### config.mk
export PLATFORM = sky130hd
export DESIGN_NAME = led_activity_drv
export DESIGN_NICKNAME = d
export VERILOG_FILES = /design/src/rtl/led_act_pkg.sv /design/src/rtl/led_act_mode.sv /design/src/rtl/led_act_prescale.sv /design/src/rtl/led_act_seq.sv /design/src/rtl/led_activity_drv.sv
export SDC_FILE = /design/constraint.sdc
export NUM_CORES = 1
export LEC_CHECK = 0
export BUFFER_PORTS_ARGS = -buffer_cell sky130_fd_sc_hd__buf_2
export CELL_PAD_IN_SITES_DETAIL_PLACEMENT = 2
export CELL_PAD_IN_SITES_GLOBAL_PLACEMENT = 2
export CORE_MARGIN = 2
export CORE_UTILIZATION = 37
export CTS_CLUSTER_DIAMETER = 100
export CTS_CLUSTER_SIZE = 24
export DETAILED_ROUTE_END_ITERATION = 10
export PLACE_DENSITY_LB_ADDON = 0.1
export SLEW_MARGIN = 15
export SYNTH_ARGS = -nofsm -noshare
export SYNTH_HDL_FRONTEND = slang
export SYNTH_HIERARCHICAL = 1
export SYNTH_SLANG_ARGS = --single-unit
### constraint.sdc
create_clock -name clk_i -period 3.2 [get_ports clk_i]
set_clock_uncertainty 0.2 [all_clocks]
set_input_delay 0.48 -clock clk_i [delete_from_list [all_inputs] [get_ports clk_i]]
set_output_delay 0.48 -clock clk_i [all_outputs]
set_load 0.1 [all_outputs]
### src/rtl/led_act_pkg.sv
package led_act_pkg;

    typedef enum logic [1:0] {
        MODE_DIRECT  = 2'd0,
        MODE_STRETCH = 2'd1,
        MODE_FAST    = 2'd2,
        MODE_SLOW    = 2'd3
    } led_mode_e;

    typedef enum logic [1:0] {
        ST_IDLE = 2'd0,
        ST_HOLD = 2'd1,
        ST_ON   = 2'd2,
        ST_OFF  = 2'd3
    } led_state_e;

endpackage

### src/rtl/led_act_mode.sv
module led_act_mode
    import led_act_pkg::*;
(
    input  logic      str_pin_i,
    input  logic      blink_pin_i,
    input  logic      str_reg_i,
    input  logic      blink_reg_i,
    output led_mode_e mode_o
);

    logic stretch_en;
    logic blink_en;

    always_comb begin
        stretch_en = str_pin_i | str_reg_i;
        blink_en   = blink_pin_i | blink_reg_i;
        case ({stretch_en, blink_en})
            2'b10:   mode_o = MODE_STRETCH;
            2'b01:   mode_o = MODE_FAST;
            2'b11:   mode_o = MODE_SLOW;
            default: mode_o = MODE_DIRECT;
        endcase
    end

endmodule

### src/rtl/led_act_prescale.sv
module led_act_prescale #(
    parameter int CLKS_PER_MS = 25000
) (
    input  logic clk_i,
    input  logic rst_i,
    input  logic clr_i,
    output logic tick_o
);

    localparam int PW = (CLKS_PER_MS > 1) ? $clog2(CLKS_PER_MS) : 1;
    localparam logic [PW-1:0] LAST = PW'(CLKS_PER_MS - 1);

    typedef struct packed {
        logic [PW-1:0] cnt;
    } ps_t;

    ps_t ps_d, ps_q;

    assign tick_o = (ps_q.cnt == LAST);

    always_comb begin
        ps_d = ps_q;
        if (clr_i || tick_o) begin
            ps_d.cnt = '0;
        end else begin
            ps_d.cnt = ps_q.cnt + 1'b1;
        end
    end

    always_ff @(posedge clk_i) begin
        if (rst_i) begin
            ps_q <= '0;
        end else begin
            ps_q <= ps_d;
        end
    end

    generate
        if (CLKS_PER_MS > 1) begin : g_spacing
            p_tick_spacing_r4: assert property (@(posedge clk_i) disable iff (rst_i)
                tick_o |=> !tick_o)
                else $error("millisecond ticks closer than one period");
        end
    endgenerate

endmodule

### src/rtl/led_act_seq.sv
module led_act_seq
    import led_act_pkg::*;
#(
    parameter int HOLD_MS = 42,
    parameter int FAST_MS = 42,
    parameter int SLOW_MS = 500
) (
    input  logic      clk_i,
    input  logic      rst_i,
    input  led_mode_e mode_i,
    input  logic      act_i,
    input  logic      tick_i,
    output logic      clr_o,
    output logic      led_o
);

    localparam int MAX_A  = (HOLD_MS > FAST_MS) ? HOLD_MS : FAST_MS;
    localparam int MAX_MS = (MAX_A > SLOW_MS) ? MAX_A : SLOW_MS;
    localparam int MSW    = $clog2(MAX_MS + 1);
    localparam logic [MSW-1:0] HOLD_LAST = MSW'(HOLD_MS - 1);
    localparam logic [MSW-1:0] FAST_LAST = MSW'(FAST_MS - 1);
    localparam logic [MSW-1:0] SLOW_LAST = MSW'(SLOW_MS - 1);

    typedef struct packed {
        led_state_e     state;
        logic [MSW-1:0] ms;
        logic           led;
        logic           pend;
        led_mode_e      mode;
    } seq_t;

    seq_t           sq_d, sq_q;
    logic           same_mode;
    led_state_e     cur_state;
    logic           cur_pend;
    logic [MSW-1:0] ph_last;

    always_comb begin
        sq_d      = sq_q;
        clr_o     = 1'b0;
        same_mode = (mode_i == sq_q.mode);
        cur_state = same_mode ? sq_q.state : ST_IDLE;
        cur_pend  = same_mode & sq_q.pend;
        ph_last   = (mode_i == MODE_SLOW) ? SLOW_LAST : FAST_LAST;
        sq_d.mode = mode_i;
        if (!same_mode) begin
            clr_o = 1'b1;
        end

        case (mode_i)
            MODE_DIRECT: begin
                sq_d.state = ST_IDLE;
                sq_d.ms    = '0;
                sq_d.pend  = 1'b0;
                sq_d.led   = act_i;
                clr_o      = 1'b1;
            end
            MODE_STRETCH: begin
                sq_d.pend = 1'b0;
                if (act_i) begin
                    sq_d.state = ST_HOLD;
                    sq_d.ms    = '0;
                    sq_d.led   = 1'b1;
                    clr_o      = 1'b1;
                end else if (cur_state == ST_HOLD) begin
                    if (tick_i) begin
                        if (sq_q.ms == HOLD_LAST) begin
                            sq_d.state = ST_IDLE;
                            sq_d.ms    = '0;
                            sq_d.led   = 1'b0;
                        end else begin
                            sq_d.ms = sq_q.ms + 1'b1;
                        end
                    end
                end else begin
                    sq_d.state = ST_IDLE;
                    sq_d.ms    = '0;
                    sq_d.led   = 1'b0;
                end
            end
            default: begin
                case (cur_state)
                    ST_ON: begin
                        sq_d.pend = cur_pend | act_i;
                        if (tick_i) begin
                            if (sq_q.ms == ph_last) begin
                                sq_d.state = ST_OFF;
                                sq_d.ms    = '0;
                                sq_d.led   = 1'b0;
                            end else begin
                                sq_d.ms = sq_q.ms + 1'b1;
                            end
                        end
                    end
                    ST_OFF: begin
                        sq_d.pend = cur_pend | act_i;
                        if (tick_i) begin
                            if (sq_q.ms == ph_last) begin
                                sq_d.ms = '0;
                                if (cur_pend | act_i) begin
                                    sq_d.state = ST_ON;
                                    sq_d.led   = 1'b1;
                                    sq_d.pend  = 1'b0;
                                end else begin
                                    sq_d.state = ST_IDLE;
                                    sq_d.led   = 1'b0;
                                    sq_d.pend  = 1'b0;
                                end
                            end else begin
                                sq_d.ms = sq_q.ms + 1'b1;
                            end
                        end
                    end
                    default: begin
                        sq_d.ms   = '0;
                        sq_d.pend = 1'b0;
                        if (act_i) begin
                            sq_d.state = ST_ON;
                            sq_d.led   = 1'b1;
                            clr_o      = 1'b1;
                        end else begin
                            sq_d.state = ST_IDLE;
                            sq_d.led   = 1'b0;
                        end
                    end
                endcase
            end
        endcase
    end

    always_ff @(posedge clk_i) begin
        if (rst_i) begin
            sq_q <= '{state: ST_IDLE, ms: '0, led: 1'b0, pend: 1'b0, mode: MODE_DIRECT};
        end else begin
            sq_q <= sq_d;
        end
    end

    assign led_o = sq_q.led;

    p_direct_follow_r3: assert property (@(posedge clk_i) disable iff (rst_i)
        (mode_i == MODE_DIRECT) |=> (led_o == $past(act_i)))
        else $error("direct mode does not follow activity");

    p_stretch_rise_r4: assert property (@(posedge clk_i) disable iff (rst_i)
        (mode_i == MODE_STRETCH && act_i) |=> led_o)
        else $error("stretch activity did not light LED");

    p_blink_start_r6: assert property (@(posedge clk_i) disable iff (rst_i)
        ((mode_i == MODE_FAST || mode_i == MODE_SLOW) && same_mode
         && sq_q.state == ST_IDLE && act_i) |=> led_o)
        else $error("blink did not start from idle");

    p_switch_dark_r10: assert property (@(posedge clk_i) disable iff (rst_i)
        (!same_mode && mode_i != MODE_DIRECT && !act_i) |=> !led_o)
        else $error("mode change left LED lit");

    p_ms_range_r7: assert property (@(posedge clk_i) disable iff (rst_i)
        (sq_q.state != ST_IDLE) |-> (sq_q.ms <= MSW'(MAX_MS - 1)))
        else $error("millisecond count out of range");

endmodule

### src/rtl/led_activity_drv.sv
module led_activity_drv
    import led_act_pkg::*;
#(
    parameter int CLKS_PER_MS = 25000,
    parameter int HOLD_MS     = 42,
    parameter int FAST_MS     = 42,
    parameter int SLOW_MS     = 500
) (
    input  logic clk_i,
    input  logic rst_i,
    input  logic act_i,
    input  logic str_pin_i,
    input  logic blink_pin_i,
    input  logic str_reg_i,
    input  logic blink_reg_i,
    output logic led_o
);

    led_mode_e mode;
    logic      tick;
    logic      clr;

    led_act_mode u_mode (
        .str_pin_i   (str_pin_i),
        .blink_pin_i (blink_pin_i),
        .str_reg_i   (str_reg_i),
        .blink_reg_i (blink_reg_i),
        .mode_o      (mode)
    );

    led_act_prescale #(
        .CLKS_PER_MS (CLKS_PER_MS)
    ) u_prescale (
        .clk_i  (clk_i),
        .rst_i  (rst_i),
        .clr_i  (clr),
        .tick_o (tick)
    );

    led_act_seq #(
        .HOLD_MS (HOLD_MS),
        .FAST_MS (FAST_MS),
        .SLOW_MS (SLOW_MS)
    ) u_seq (
        .clk_i  (clk_i),
        .rst_i  (rst_i),
        .mode_i (mode),
        .act_i  (act_i),
        .tick_i (tick),
        .clr_o  (clr),
        .led_o  (led_o)
    );

endmodule

==> out/metrics.csv <==
metric;value;unit
Power Total;0.744;mW
synth top area cells;dfxtp_1 (37%), xor2_1 (7.6%), nand3_1 (4.9%), nor2_1 (4.6%), nor3_1 (4.0%);
ys flop type;dfxtp_1;
dpl cell area;0.00166;sq mm
clock period minus worst slack;2830;ps
CP max stage cell;or4_1;
Max Cap Violations;0;
CP cell instances;or4_1, nor4_4, nor2b_1, nand4_1, and2_4, o311a_1, o32ai_1;
Cell Area, Synth;0.00162;sq mm
pre-CTS WS;284;ps
Root Buffer;clkbuf_8;
Setup CP Type;register to register;
worst reg-to-reg path cell count;7;
Fin Setup TNS;0;ps
VDD IR-drop max;0.151;mV
final worst setup slack;367;ps
Die Area;0.00494;sq mm
TritonCTS clock tree;done;
num rows;24;
final setup fails;0;
DRT antenna net count;0;
CP Launch Type;register;
largest net degree at the start of global routing;16;
fin util;41.1;%
# IOs;8;
Core ar.;0.00429;sq mm
Final HPWL DP;3160;um
most common cell after layout, fill and taps aside;dfxtp_1;
cell taking the most area after synthesis;dfxtp_1;
register area share after synthesis;37.0;%
EDFF count, synth;0;
Synth Instances;187;
Leakage;0.590;nW
status;completed;
share of cells above drive strength 1;11.3;%
max-slew violations;0;
Post-synth ARST share;0;%
gr ovfl total;0;
relative slew slack;64.0;%
H-tree depth;2;
hold buffer count at CTS;0;
WHS Path Cells;1;
Pre-Repair DR Iteration Count;4;
vias per inst;5.58;
Final Cell Area;0.00176;sq mm
clock-pin transition on the worst setup and hold timing paths;70;ps
Crit. End Element;register;
initial antenna violation count;0;
number of port buffers;7;
layout net count;203;
final hold slack;257;ps
gr usage total;19.1;%
Net Count, Synth;197;
via count;1372;
slowest stage delay, CP;580;ps
synth unique cells;46;
Post-route DRC;0;
CP Data Arrival Time;2780;ps
Final Hold Fails;0;
chip width;70.3;um
yosys warns;6;
placed insts;238;
CTS sink cnt;30;
Met1 Wirelength;1840;um
Hold/Removal Path Class;register to register;
top-area cell type share of the netlist area;37.0;%
syn_area_per_cell;8.68;sq um
Worst Path Max Fanout;10;
WP data required;3140;ps
CTS Buf Count;5;
Power Density;422;mW/mm^2
WL met3;100;um
met2 routed WL;2130;um
initial core utilization;37.8;%
starting DRC count in detailed routing;65;
f_max;0.353;GHz
Post-Layout Cell Count;246;
most frequent cells in the layout;dfxtp_1 (30), nor2_1 (20), nand3_1 (16);
Die H;70.3;um
clk_lat worst skew;280;ps
first-pass GRT wire length;7430;um
vias in the first global route;1475;
register bit total from synthesis;30;
n_diodes;0;
crit share post-route;88.5;%
CTS Buffer Depth;2;
GP Congestion;0.790;
FILL cells;478;
total wire length;4130;um
worst slew pin tran;531;ps
Syn-to-layout area delta;8.63;%
routed length per instance;16.8;um
RSZ-0062 raised after global routing;false;
top sig layer;met4;
cell families (layout without fill, tap and decap cells):
group                    Yosys count  in the layout  synth area share [%]
adder cells (fa/ha/maj)            3              3                  2.31
flip-flops                        30             30                  37.0
multiplexers                       2              2                  1.23
XOR/XNOR                          22             22                  12.3
buffers and inverters             14             21                  5.08
AO/OA/AOI/OAI                     16             16                  8.94
AND/OR/NAND/NOR                  100            100                  33.1
cells in the mapped netlist (2+ instances only):
library cell  instances
a21oi_1               2
a41oi_1               2
and3_1                6
buf_2                 3
buf_6                 2
clkbuf_1              2
dfxtp_1              30
ha_1                  3
inv_1                 6
mux2i_1               2
nand2_1              15
nand2b_1              3
nand3_1              16
nand4_1               7
nor2_1               20
nor2b_1               3
nor3_1               13
nor4_1                2
or2_1                 2
or3_1                 2
or4b_1                2
xnor2_1               7
xor2_1               14
sequential cells by signal, summed over array words and instances, names as in the netlist:
register / cells
u_prescale/ps_q: 15
u_seq/sq_q: 14
u_seq/led_o: 1
path summary, 6_finish.rpt:
check                                   startpoint            endpoint  slack (ps)
worst min register to register  u_prescale/ps_q[0]  u_prescale/ps_q[0]         260
worst max register to register  u_prescale/ps_q[9]         u_seq/led_o         370
worst max-delay path            u_prescale/ps_q[9]         u_seq/led_o         370
worst min-delay path            u_prescale/ps_q[0]  u_prescale/ps_q[0]         260
metal layers:
layer,vias up,GRT usage (%)
met1,679,23.4
met3,4,3.46
li1,674,-
met2,15,33.6
met5,-,0
met4,0,6.41
repair_timing:
item	CTS	global route
setup buffers	0	0
resized for setup	0	1
setup endpoints to repair	0	5
worst max-delay path, delay by kind of cell (launching register included):
| family | cells | cell delay, ps |
|---|---|---|
| AO/OA/AOI/OAI | 2 | 600 |
| flip-flops | 1 | 340 |
| AND/OR/NAND/NOR | 5 | 1570 |
cell type report:
class,instances,area [sq um],share of cell area [%]
clock buffer,7,86.3,4.89
clock inverter,1,5.00,0.284
inverter,6,22.5,1.28
multi-input combinational,143,950,53.8
sequential,30,601,34.0
tap,52,65.1,3.69
timing repair buffer,7,35.0,1.99
power by group:
part           switching, mW  internal, mW
Sequential           0.00654         0.378
Combinational         0.0325        0.0164
Clock                  0.137         0.173
Total                  0.176         0.568
Power figures use the tool's default switching activity.
